**config.mk**
```make
export PLATFORM = sky130hd
export DESIGN_NAME = chc_commit_hold
export DESIGN_NICKNAME = d
export VERILOG_FILES = /design/src/rtl/chc_pkg.sv /design/src/rtl/chc_shadow_matrix.sv /design/src/rtl/chc_link_matrix.sv /design/src/rtl/chc_fu_slot.sv /design/src/rtl/chc_commit_hold.sv
export SDC_FILE = /design/constraint.sdc
export NUM_CORES = 1
export LEC_CHECK = 0
export ABC_CLOCK_PERIOD_IN_PS = 2500
export BUFFER_PORTS_ARGS = -buffer_cell sky130_fd_sc_hd__buf_2
export CAP_MARGIN = 20
export CORE_MARGIN = 2
export CORE_UTILIZATION = 35
export CTS_CLUSTER_SIZE = 30
export DETAILED_ROUTE_END_ITERATION = 10
export MAX_ROUTING_LAYER = met4
export REMOVE_ABC_BUFFERS = 1
export SLEW_MARGIN = 0
export SYNTH_ARGS = -nofsm -noshare
export SYNTH_HDL_FRONTEND = slang
export SYNTH_HIERARCHICAL = 1
export SYNTH_SLANG_ARGS = --single-unit
```
**constraint.sdc**
```tcl
create_clock -name clk -period 2.5 [get_ports clk]
set_input_delay 0.5 -clock clk [delete_from_list [all_inputs] [get_ports clk]]
set_output_delay 0.5 -clock clk [all_outputs]
set_load 0.02 [all_outputs]
```
**src/rtl/chc_pkg.sv**
```systemverilog
package chc_pkg;
  typedef enum logic [1:0] {
    SLOT_IDLE     = 2'd0,
    SLOT_NAMED    = 2'd1,
    SLOT_NAMELESS = 2'd2,
    SLOT_REVERT   = 2'd3
  } slot_st_e;
endpackage

```
**src/rtl/chc_shadow_matrix.sv**
```systemverilog
module chc_shadow_matrix #(
  parameter int N     = 4,
  parameter int IDX_W = 2
) (
  input  logic             clk,
  input  logic             rst,
  input  logic             issue_ok,
  input  logic [IDX_W-1:0] issue_fu,
  input  logic [N-1:0]     issue_mask,
  input  logic [N-1:0]     busy,
  input  logic [N-1:0]     fault,
  input  logic [N-1:0]     clr_col,
  input  logic [N-1:0]     go_idle,
  output logic [N-1:0]     blocked,
  output logic [N-1:0]     kill_now
);
  localparam logic [N-1:0] ONE = N'(1);

  // row i, bit j: unit j holds unit i
  logic [N-1:0] hold [N];
  logic [N-1:0] closure;

  always_comb begin
    closure = issue_mask;
    for (int j = 0; j < N; j++)
      if (issue_mask[j]) closure = closure | hold[j];
  end

  always_comb begin
    for (int i = 0; i < N; i++) begin
      blocked[i]  = |hold[i];
      kill_now[i] = busy[i] & (|(hold[i] & fault));
    end
  end

  always_ff @(posedge clk) begin
    if (rst) begin
      for (int i = 0; i < N; i++) hold[i] <= '0;
    end else begin
      for (int i = 0; i < N; i++) begin
        if (go_idle[i])
          hold[i] <= '0;
        else if (issue_ok && issue_fu == IDX_W'(i))
          hold[i] <= closure & busy & ~clr_col & ~(ONE << i);
        else
          hold[i] <= hold[i] & ~clr_col;
      end
    end
  end
endmodule

```
**src/rtl/chc_link_matrix.sv**
```systemverilog
module chc_link_matrix #(
  parameter int N     = 4,
  parameter int IDX_W = 2
) (
  input  logic             clk,
  input  logic             rst,
  input  logic             issue_ok,
  input  logic [IDX_W-1:0] issue_fu,
  input  logic [N-1:0]     fwd_mask,
  input  logic [N-1:0]     busy,
  input  logic [N-1:0]     clr_col,
  input  logic [N-1:0]     go_idle,
  input  logic [N-1:0]     dead,
  output logic [N-1:0]     has_link,
  output logic [N-1:0]     lost_cons
);
  localparam logic [N-1:0] ONE = N'(1);

  // row p, bit c: consumer c took the forwarded value of producer p
  logic [N-1:0] link [N];

  always_comb begin
    for (int p = 0; p < N; p++) begin
      has_link[p]  = |link[p];
      lost_cons[p] = |(link[p] & dead);
    end
  end

  always_ff @(posedge clk) begin
    if (rst) begin
      for (int p = 0; p < N; p++) link[p] <= '0;
    end else begin
      for (int p = 0; p < N; p++) begin
        if (go_idle[p])
          link[p] <= '0;
        else if (issue_ok && fwd_mask[p] && busy[p])
          link[p] <= (link[p] & ~clr_col) | (ONE << issue_fu);
        else
          link[p] <= link[p] & ~clr_col;
      end
    end
  end
endmodule

```
**src/rtl/chc_fu_slot.sv**
```systemverilog
module chc_fu_slot
  import chc_pkg::*;
(
  input  logic clk,
  input  logic rst,
  input  logic issue_hit,
  input  logic mark_nl,
  input  logic grant,
  input  logic blocked,
  input  logic kill_now,
  input  logic fault,
  input  logic has_link,
  input  logic lost_cons,
  output logic busy,
  output logic dead,
  output logic go_idle,
  output logic commit_ok,
  output logic kill_q,
  output logic disc_q,
  output logic wb_req
);
  slot_st_e st;
  logic     is_named;
  logic     disc;
  logic     revert;
  logic     retire;

  assign busy     = (st != SLOT_IDLE);
  assign is_named = (st == SLOT_NAMED) || (st == SLOT_REVERT);
  assign dead     = busy & (fault | kill_now);
  assign disc     = (st == SLOT_NAMELESS) & ~has_link & ~blocked & ~dead;
  assign revert   = (st == SLOT_NAMELESS) & lost_cons & ~dead;
  assign retire   = is_named & ~blocked & grant & ~dead;
  assign go_idle  = dead | disc | retire;

  assign commit_ok = is_named & ~blocked;
  assign wb_req    = (st == SLOT_REVERT) & ~blocked;

  always_ff @(posedge clk) begin
    if (rst) begin
      st     <= SLOT_IDLE;
      kill_q <= 1'b0;
      disc_q <= 1'b0;
    end else begin
      kill_q <= busy & kill_now;
      disc_q <= disc;
      if (go_idle)
        st <= SLOT_IDLE;
      else if (issue_hit)
        st <= SLOT_NAMED;
      else if (revert)
        st <= SLOT_REVERT;
      else if (mark_nl && st == SLOT_NAMED)
        st <= SLOT_NAMELESS;
    end
  end
endmodule

```
**src/rtl/chc_commit_hold.sv**
```systemverilog
module chc_commit_hold #(
  parameter  int NUM_FU = 4,
  localparam int IDX_W  = (NUM_FU > 1) ? $clog2(NUM_FU) : 1
) (
  input  logic              clk,
  input  logic              rst,
  input  logic              issue_en,
  input  logic [IDX_W-1:0]  issue_fu,
  input  logic [NUM_FU-1:0] issue_shadow,
  input  logic [NUM_FU-1:0] issue_fwd,
  input  logic [NUM_FU-1:0] clear_pulse,
  input  logic [NUM_FU-1:0] fault_pulse,
  input  logic [NUM_FU-1:0] nameless_set,
  input  logic [NUM_FU-1:0] wr_grant,
  output logic [NUM_FU-1:0] commit_ok,
  output logic [NUM_FU-1:0] kill,
  output logic [NUM_FU-1:0] discard_ok,
  output logic [NUM_FU-1:0] wb_req
);
  logic [NUM_FU-1:0] busy, dead, go_idle, blocked, kill_now;
  logic [NUM_FU-1:0] has_link, lost_cons, clr_col;
  logic              issue_ok;

  assign issue_ok = issue_en & ~busy[issue_fu];
  assign clr_col  = clear_pulse | go_idle;

  chc_shadow_matrix #(.N(NUM_FU), .IDX_W(IDX_W)) u_shadow (
    .clk(clk), .rst(rst), .issue_ok(issue_ok), .issue_fu(issue_fu),
    .issue_mask(issue_shadow), .busy(busy), .fault(fault_pulse),
    .clr_col(clr_col), .go_idle(go_idle),
    .blocked(blocked), .kill_now(kill_now)
  );

  chc_link_matrix #(.N(NUM_FU), .IDX_W(IDX_W)) u_link (
    .clk(clk), .rst(rst), .issue_ok(issue_ok), .issue_fu(issue_fu),
    .fwd_mask(issue_fwd), .busy(busy), .clr_col(clr_col),
    .go_idle(go_idle), .dead(dead),
    .has_link(has_link), .lost_cons(lost_cons)
  );

  for (genvar g = 0; g < NUM_FU; g++) begin : g_slot
    chc_fu_slot u_slot (
      .clk(clk), .rst(rst),
      .issue_hit(issue_ok && issue_fu == IDX_W'(g)),
      .mark_nl(nameless_set[g]), .grant(wr_grant[g]),
      .blocked(blocked[g]), .kill_now(kill_now[g]),
      .fault(fault_pulse[g]), .has_link(has_link[g]),
      .lost_cons(lost_cons[g]),
      .busy(busy[g]), .dead(dead[g]), .go_idle(go_idle[g]),
      .commit_ok(commit_ok[g]), .kill_q(kill[g]),
      .disc_q(discard_ok[g]), .wb_req(wb_req[g])
    );
  end
endmodule

```
==> results.py, run 1 <==
metrics = {
    "global_route": {
        "grt_max_degree": 32,
        "grt_pass1_vias": 2524,
        "grt_pass1_wl_um": 13400,
        "grt_usage_pct": 20.6,
        "grt_overflow": 0,
        "antenna_found_initial": 0,
    },
    "detailed_routing": {
        "vias": 2735,
        "via_per_inst": 5.56,
        "routed_wl_um": 8750,
        "met3_length_um": 594,
        "routedLengthMet1_um": 3770,
        "drt-pass1-iter-count": 5,
        "drtAntennaViolNets": 0,
        "wl_per_cell_um": 17.8,
        "routed.top_layer": "met4",
        "met2_length_um": 4200,
        "first_iter_violations": 232,
        "drc": 0,
    },
    "clocking": {
        "numCtsBuffers": 5,
        "clock_sinks": 48,
        "clock_path_buffers": 2,
        "cts_tree": "done",
        "post_cts_resized": 0,
        "htreeDepth": 2,
        "clockRootBuffer": "clkbuf_8",
        "cts_setup_buffers": 0,
        "cts_hold_buf": 0,
        "clk_latency_ns": 0.31,
        "clk_pin_slew_ns": 0.10,
    },
    "critical_path": {
        "max_stage_delay_ns": 0.58,
        "ff2ff_path_depth": 7,
        "crit_path_frequent_cell": "buf_4",
        "r2r-end": "u_link/link[2][3]$_SDFFCE_PN0P_",
        "path_cells": "or4_4, buf_4, nor2b_4, and2_1, buf_4",
        "critPathBufInv": 2,
        "cp-end-kind": "output pin",
        "reg2reg_from": "g_slot[3].u_slot/st[0]$_SDFFE_PP0P_",
        "ff2ff_setup_slack_ns": 0.11,
        "required_ns": 2.00,
        "cp_data_arrival_time_ns": 1.95,
        "worst_path_max_delay_cell": "or4_4",
        "crit_fanout": 4,
        "crit_family": "simple AND/OR/NAND/NOR gates",
        "start_kind": "register",
        "crit_type": "register to output pin",
        "cp.depth": 5,
    },
    "logic_synthesis": {
        "synth.avg_cell_area_um2": 10.7,
        "synth_ff_type": "edfxtp_1",
        "synth-seq-cells": 48,
        "yosysUniqueCellTypes": 46,
        "synthCells": 270,
        "async_flop_share_pct": 0,
        "ys_seq_area_share_pct": 44.3,
        "synth_edf_count": 32,
        "syn_area_um2": 2900,
        "yosysWarningCount": 6,
    },
    "layout": {
        "multi_input_area_um2": 1620,
        "final_cells": 492,
        "final_common_cell": "buf_2",
        "mostFrequentLayoutCells": "43 x buf_2, 38 x buf_4, 32 x edfxtp_1, 32 x conb_1, 28 x inv_1",
        "syn2layout_area_growth_pct": 29.7,
        "final_cell_area_um2": 3760,
        "diodes": 0,
        "final_util_pct": 46.2,
        "fillCellCount": 773,
        "regArea_um2": 1280,
        "final_nets": 415,
        "final_layout_size_suffix_gt1_share_pct": 30.5,
    },
    "sta": {
        "fin_skew_ns": 0.00680,
        "slew_headroom_pct": 62.4,
        "holdWs_ns": 0.491,
        "final-max-slew-violation-count": 0,
        "fmax_mhz": 409,
        "fin_crit_ns": 2.45,
        "fin_crit_sh_pct": 97.9,
        "rsz0062_at_grt": "no",
        "tightest_slew_ns": 0.564,
        "tns_ns": 0,
        "hold_viol_final": 0,
        "setup_violations": 0,
    },
    "floorplanning": {
        "core_um2": 8130,
        "die_height_um": 95.0,
        "die_width_um": 95.0,
        "num_rows": 33,
        "start_util_pct": 35.6,
        "io_pins": 45,
        "die_area_um2": 9020,
    },
    "pwr": {
        "p_per_area_nw_per_um2": 477,
        "leakage_nw": 1.52,
        "vdd_drop_max_mv": 0.197,
    },
    "min_path": {
        "hold_depth": 3,
        "min_from": "wr_grant[2]",
        "hold_class": "primary input to register",
        "whs_endpoint": "g_slot[2].u_slot/st[0]$_SDFFE_PP0P_",
    },
    "placed_design": {
        "dp_cells": 484,
        "dp_hpwl_um": 6930,
        "place_area_um2": 3620,
        "place_congestion": 0.916,
        "portBuffers": 44,
    },
    "run_status": {
        "status": "complete, no violations",
    },
    "job": {
        "maxCapViolCount": 0,
    },
}
-- where the power goes --
group	switching, W	internal [W]
logic	0.000174	0.000129
registers	0.0000292	0.000882
clock network	0.000282	0.000296
total	0.000485	0.00131
-- layout make-up --
cell class,count,share of cell area (%)
multi-input combinational,221,43.2
clock buffer,5,1.83
sequential,48,34.1
inverter,29,2.90
timing repair buffer,81,13.3
tap,105,3.50
clock inverter,3,1.13
-- cell usage after synthesis, drive strengths merged (2+ instances only) --
| cell type | instances | share of area (%) |
|---|---|---|
| inv | 29 | 3.8 |
| nand4b | 2 | 0.61 |
| or2 | 13 | 2.8 |
| o31a | 4 | 1.2 |
| buf | 2 | 0.56 |
| nand4 | 3 | 0.65 |
| o32ai | 21 | 6.6 |
| or4 | 6 | 1.6 |
| a211o | 7 | 2.1 |
| o21ai | 6 | 1.0 |
| nand3 | 2 | 0.35 |
| edfxtp | 32 | 33 |
| nor4b | 5 | 2.6 |
| a21boi | 5 | 1.3 |
| nor2b | 4 | 1.9 |
| dfxtp | 16 | 11 |
| and3b | 4 | 1.2 |
| and2 | 4 | 0.86 |
| nand3b | 7 | 1.8 |
| nor3 | 5 | 0.86 |
| conb | 2 | 0.26 |
| nor3b | 13 | 4.2 |
| o22a | 4 | 1.2 |
| o31ai | 3 | 0.78 |
| o2111ai | 2 | 0.61 |
| nand4bb | 2 | 0.78 |
| a21oi | 10 | 1.7 |
| nor2 | 5 | 0.65 |
| a2111oi | 4 | 2.1 |
| or4b | 4 | 1.4 |
| a22oi | 19 | 4.9 |
| nand2 | 15 | 1.9 |
-- through the flow --
| stage | setup slack [ns] | total power (W) |
|---|---|---|
| CTS | 0.0314 | 0.00180 |
| finish | 0.0537 | 0.00179 |
| global route | 0.00241 | 0.00186 |
| detailed placement | -0.0361 | 0.00122 |
| floorplan | 0.123 | 0.00107 |
| global placement | 0.0191 | 0.00122 |
-- cell families after synthesis --
family / Yosys count / synth area share (%)
AO/OA/AOI/OAI: 90 / 25.5
buffers and inverters: 31 / 4.32
flip-flops: 48 / 44.3
multiplexers: 1 / 0.346
other: 2 / 0.259
AND/OR/NAND/NOR: 98 / 25.3
-- worst min-delay path: cells and delay by family --
family,cells,cell delay (ns)
AO/OA/AOI/OAI,2,0.15
buffers and inverters,1,0.10
-- sequential cells by signal, indices dropped and copies added, names as in the netlist --
name and cells:
u_link/link 16, u_shadow/hold 16, g_slot.u_slot/st 8, g_slot.u_slot/disc_q 4, g_slot.u_slot/kill_q 4
-- layer usage --
metal  GRT usage (%)  vias to the layer above
li1                -                     1290
met5               -                        -
met4            6.52                        0
met1            26.2                     1312
met2            33.7                      119
met3            3.35                       14
-- worst max path at each step --
stage / slack [ns] / start / endpoint
floorplan: 0.12 / fault_pulse[0] / u_link/link[2][2]$_SDFFCE_PN0P_
global placement: 0.02 / fault_pulse[0] / u_link/link[2][2]$_SDFFCE_PN0P_
detailed placement: -0.04 / fault_pulse[0] / u_shadow/hold[0][2]$_SDFFCE_PN0P_
CTS: 0.03 / u_shadow/hold[0][1]$_SDFFCE_PN0P_ / wb_req[0]
global route: 0.002 / u_shadow/hold[0][1]$_SDFFCE_PN0P_ / wb_req[0]
finish: 0.05 / u_shadow/hold[0][1]$_SDFFCE_PN0P_ / wb_req[0]
(Power assumes the default switching activity.)
==> run 2: changes to the inputs <==
==> constraint.sdc (replaced) <==
create_clock -name clk -period 2.5 [get_ports clk]
set_input_delay 0.5 -clock clk [delete_from_list [all_inputs] [get_ports clk]]
set_output_delay 0.5 -clock clk [all_outputs]
set_load 0.1 [all_outputs]
==> run 2 against run 1 <==
  * Final cell count rose by 1.2%
  * Total power rose by 1.6%
  * Wire length grew 1.3%
  * Critical path depth is 1 lower
  * Clock power is 3% higher
  * Critical path type unchanged
  * Largest cell class unchanged
  * Largest power group unchanged
==> results.py, run 2 (synthesis results as in run 1) <==
metrics = {
    "run_status": {
        "status": "complete, no violations",
    },
    "critical_path": {
        "worst_path_max_delay_cell": "or4_4",
        "critPathBufInv": 1,
        "r2r-end": "u_shadow/hold[1][2]$_SDFFCE_PN0P_",
        "ff2ff_path_depth": 8,
        "max_stage_delay_ns": 0.59,
        "crit_type": "register to output pin",
        "crit_fanout": 4,
        "path_cells": "or4_4, nor2b_4, and2_1, buf_12",
        "crit_family": "simple AND/OR/NAND/NOR gates",
        "start_kind": "register",
        "reg2reg_from": "u_shadow/hold[2][0]$_SDFFCE_PN0P_",
        "ff2ff_setup_slack_ns": 0.12,
        "cp_data_arrival_time_ns": 1.94,
        "cp-end-kind": "output pin",
        "required_ns": 2.00,
    },
    "min_path": {
        "whs_endpoint": "g_slot[1].u_slot/st[0]$_SDFFE_PP0P_",
        "min_from": "wr_grant[1]",
        "hold_depth": 3,
        "hold_class": "primary input to register",
    },
    "clocking": {
        "clockRootBuffer": "clkbuf_8",
        "clock_path_buffers": 2,
        "clock_sinks": 48,
        "cts_hold_buf": 0,
        "cts_tree": "done",
        "clk_pin_slew_ns": 0.09,
        "htreeDepth": 2,
        "numCtsBuffers": 5,
        "clk_latency_ns": 0.30,
    },
    "global_route": {
        "grt_overflow": 0,
        "antenna_found_initial": 0,
        "grt_pass1_vias": 2574,
        "grt_max_degree": 32,
        "grt_usage_pct": 20.7,
        "grt_pass1_wl_um": 13600,
    },
    "floorplanning": {
        "core_um2": 8130,
        "die_height_um": 95.0,
        "num_rows": 33,
        "start_util_pct": 35.6,
        "die_area_um2": 9020,
        "die_width_um": 95.0,
        "io_pins": 45,
    },
    "placed_design": {
        "dp_hpwl_um": 7040,
        "dp_cells": 485,
        "place_congestion": 0.945,
        "portBuffers": 44,
        "place_ws_ns": -0.0231,
    },
    "sta": {
        "fin_skew_ns": 0.00870,
        "rsz0062_at_grt": "no",
        "fmax_mhz": 409,
        "slew_headroom_pct": 61.2,
        "final-max-slew-violation-count": 0,
        "tightest_slew_ns": 0.582,
        "fin_crit_sh_pct": 97.7,
        "hold_viol_final": 0,
        "setup_violations": 0,
        "fin_crit_ns": 2.44,
        "fin_ws_ns": 0.0574,
    },
    "layout": {
        "final_cells": 498,
        "final_layout_size_suffix_gt1_share_pct": 31.6,
        "top_regs": "u_link/link (16), u_shadow/hold (16), g_slot.u_slot/st (8)",
        "syn2layout_area_growth_pct": 35.3,
        "diodes": 0,
        "final_util_pct": 48.1,
        "mostFrequentLayoutCells": "44 x buf_4, 36 x buf_2, 32 x edfxtp_1, 32 x conb_1, 29 x inv_1",
        "final_common_cell": "buf_4",
        "final_nets": 421,
    },
    "pwr": {
        "p_per_area_nw_per_um2": 465,
        "leakage_nw": 1.58,
        "vdd_drop_max_mv": 0.192,
    },
    "detailed_routing": {
        "vias": 2732,
        "drtAntennaViolNets": 0,
        "routed_wl_um": 8870,
        "drc": 0,
        "via_per_inst": 5.49,
        "drt-pass1-iter-count": 5,
        "wl_per_cell_um": 17.8,
        "first_iter_violations": 220,
    },
    "job": {
        "maxCapViolCount": 0,
    },
}
## run 2: layer usage
metal  track usage [%]  share of wire [%]  vias to the layer above
met5                 -                  0                        -
li1                  -                  -                     1297
met2              32.6                 48                      104
met1              26.9                 45                     1314
met3              3.19                5.7                       17
met4              7.37                2.2                        0
## run 2: worst max path at each step
| stage | from | end | depth (start not counted) |
|---|---|---|---|
| 2_1_floorplan | u_shadow/hold[0][1]$_SDFFCE_PN0P_ | wb_req[0] | 3 |
| 3_3_place_gp | fault_pulse[0] | u_link/link[2][2]$_SDFFCE_PN0P_ | 8 |
| 3_5_place_dp | fault_pulse[2] | u_link/link[2][2]$_SDFFCE_PN0P_ | 8 |
| 4_1_cts | u_shadow/hold[3][1]$_DFFE_PP_ | wb_req[3] | 4 |
| 5_1_grt | u_shadow/hold[2][0]$_SDFFCE_PN0P_ | u_shadow/hold[1][2]$_SDFFCE_PN0P_ | 8 |
| 6_report | u_shadow/hold[2][1]$_SDFFCE_PN0P_ | wb_req[2] | 4 |
## run 2: power breakdown
part | internal, W | total, W | leakage, nW | switching (W)
logic | 0.000135 | 0.000318 | 1.06 | 0.000183
registers | 0.000882 | 0.000911 | 0.459 | 0.0000286
clock network | 0.000323 | 0.000593 | 0.0588 | 0.000271
## run 2: per-stage QoR
step                TNS, ns  area, um^2  hold slack, ns  total power, W
global placement          0        3730           0.604         0.00123
detailed placement  -0.0421        3730           0.605         0.00123
finish                    0        3920           0.500         0.00182
CTS                       0        3870           0.489         0.00182
floorplan             -2.34        2990           0.564         0.00108
global route              0        3920           0.515         0.00189
## run 2: timing repair
action                                  4_1_cts  5_1_grt
gates resized for setup                       4        5
buffers inserted                              1        4
endpoints found under the setup margin        4       10
## run 2: worst min-delay path, delay by kind of cell
| kind | cells | cell delay [ns] |
|---|---|---|
| buf+inv | 1 | 0.10 |
| compound gates | 2 | 0.17 |
## run 2: final cells by class
class	count	area [um^2]
Timing Repair Buffer	87	651
Clock inverter	2	33.8
Inverter	29	109
Multi-Input combinational cell	221	1630
Clock buffer	6	82.6
Tap cell	105	131
Sequential cell	48	1280
Fill cell	771	4220
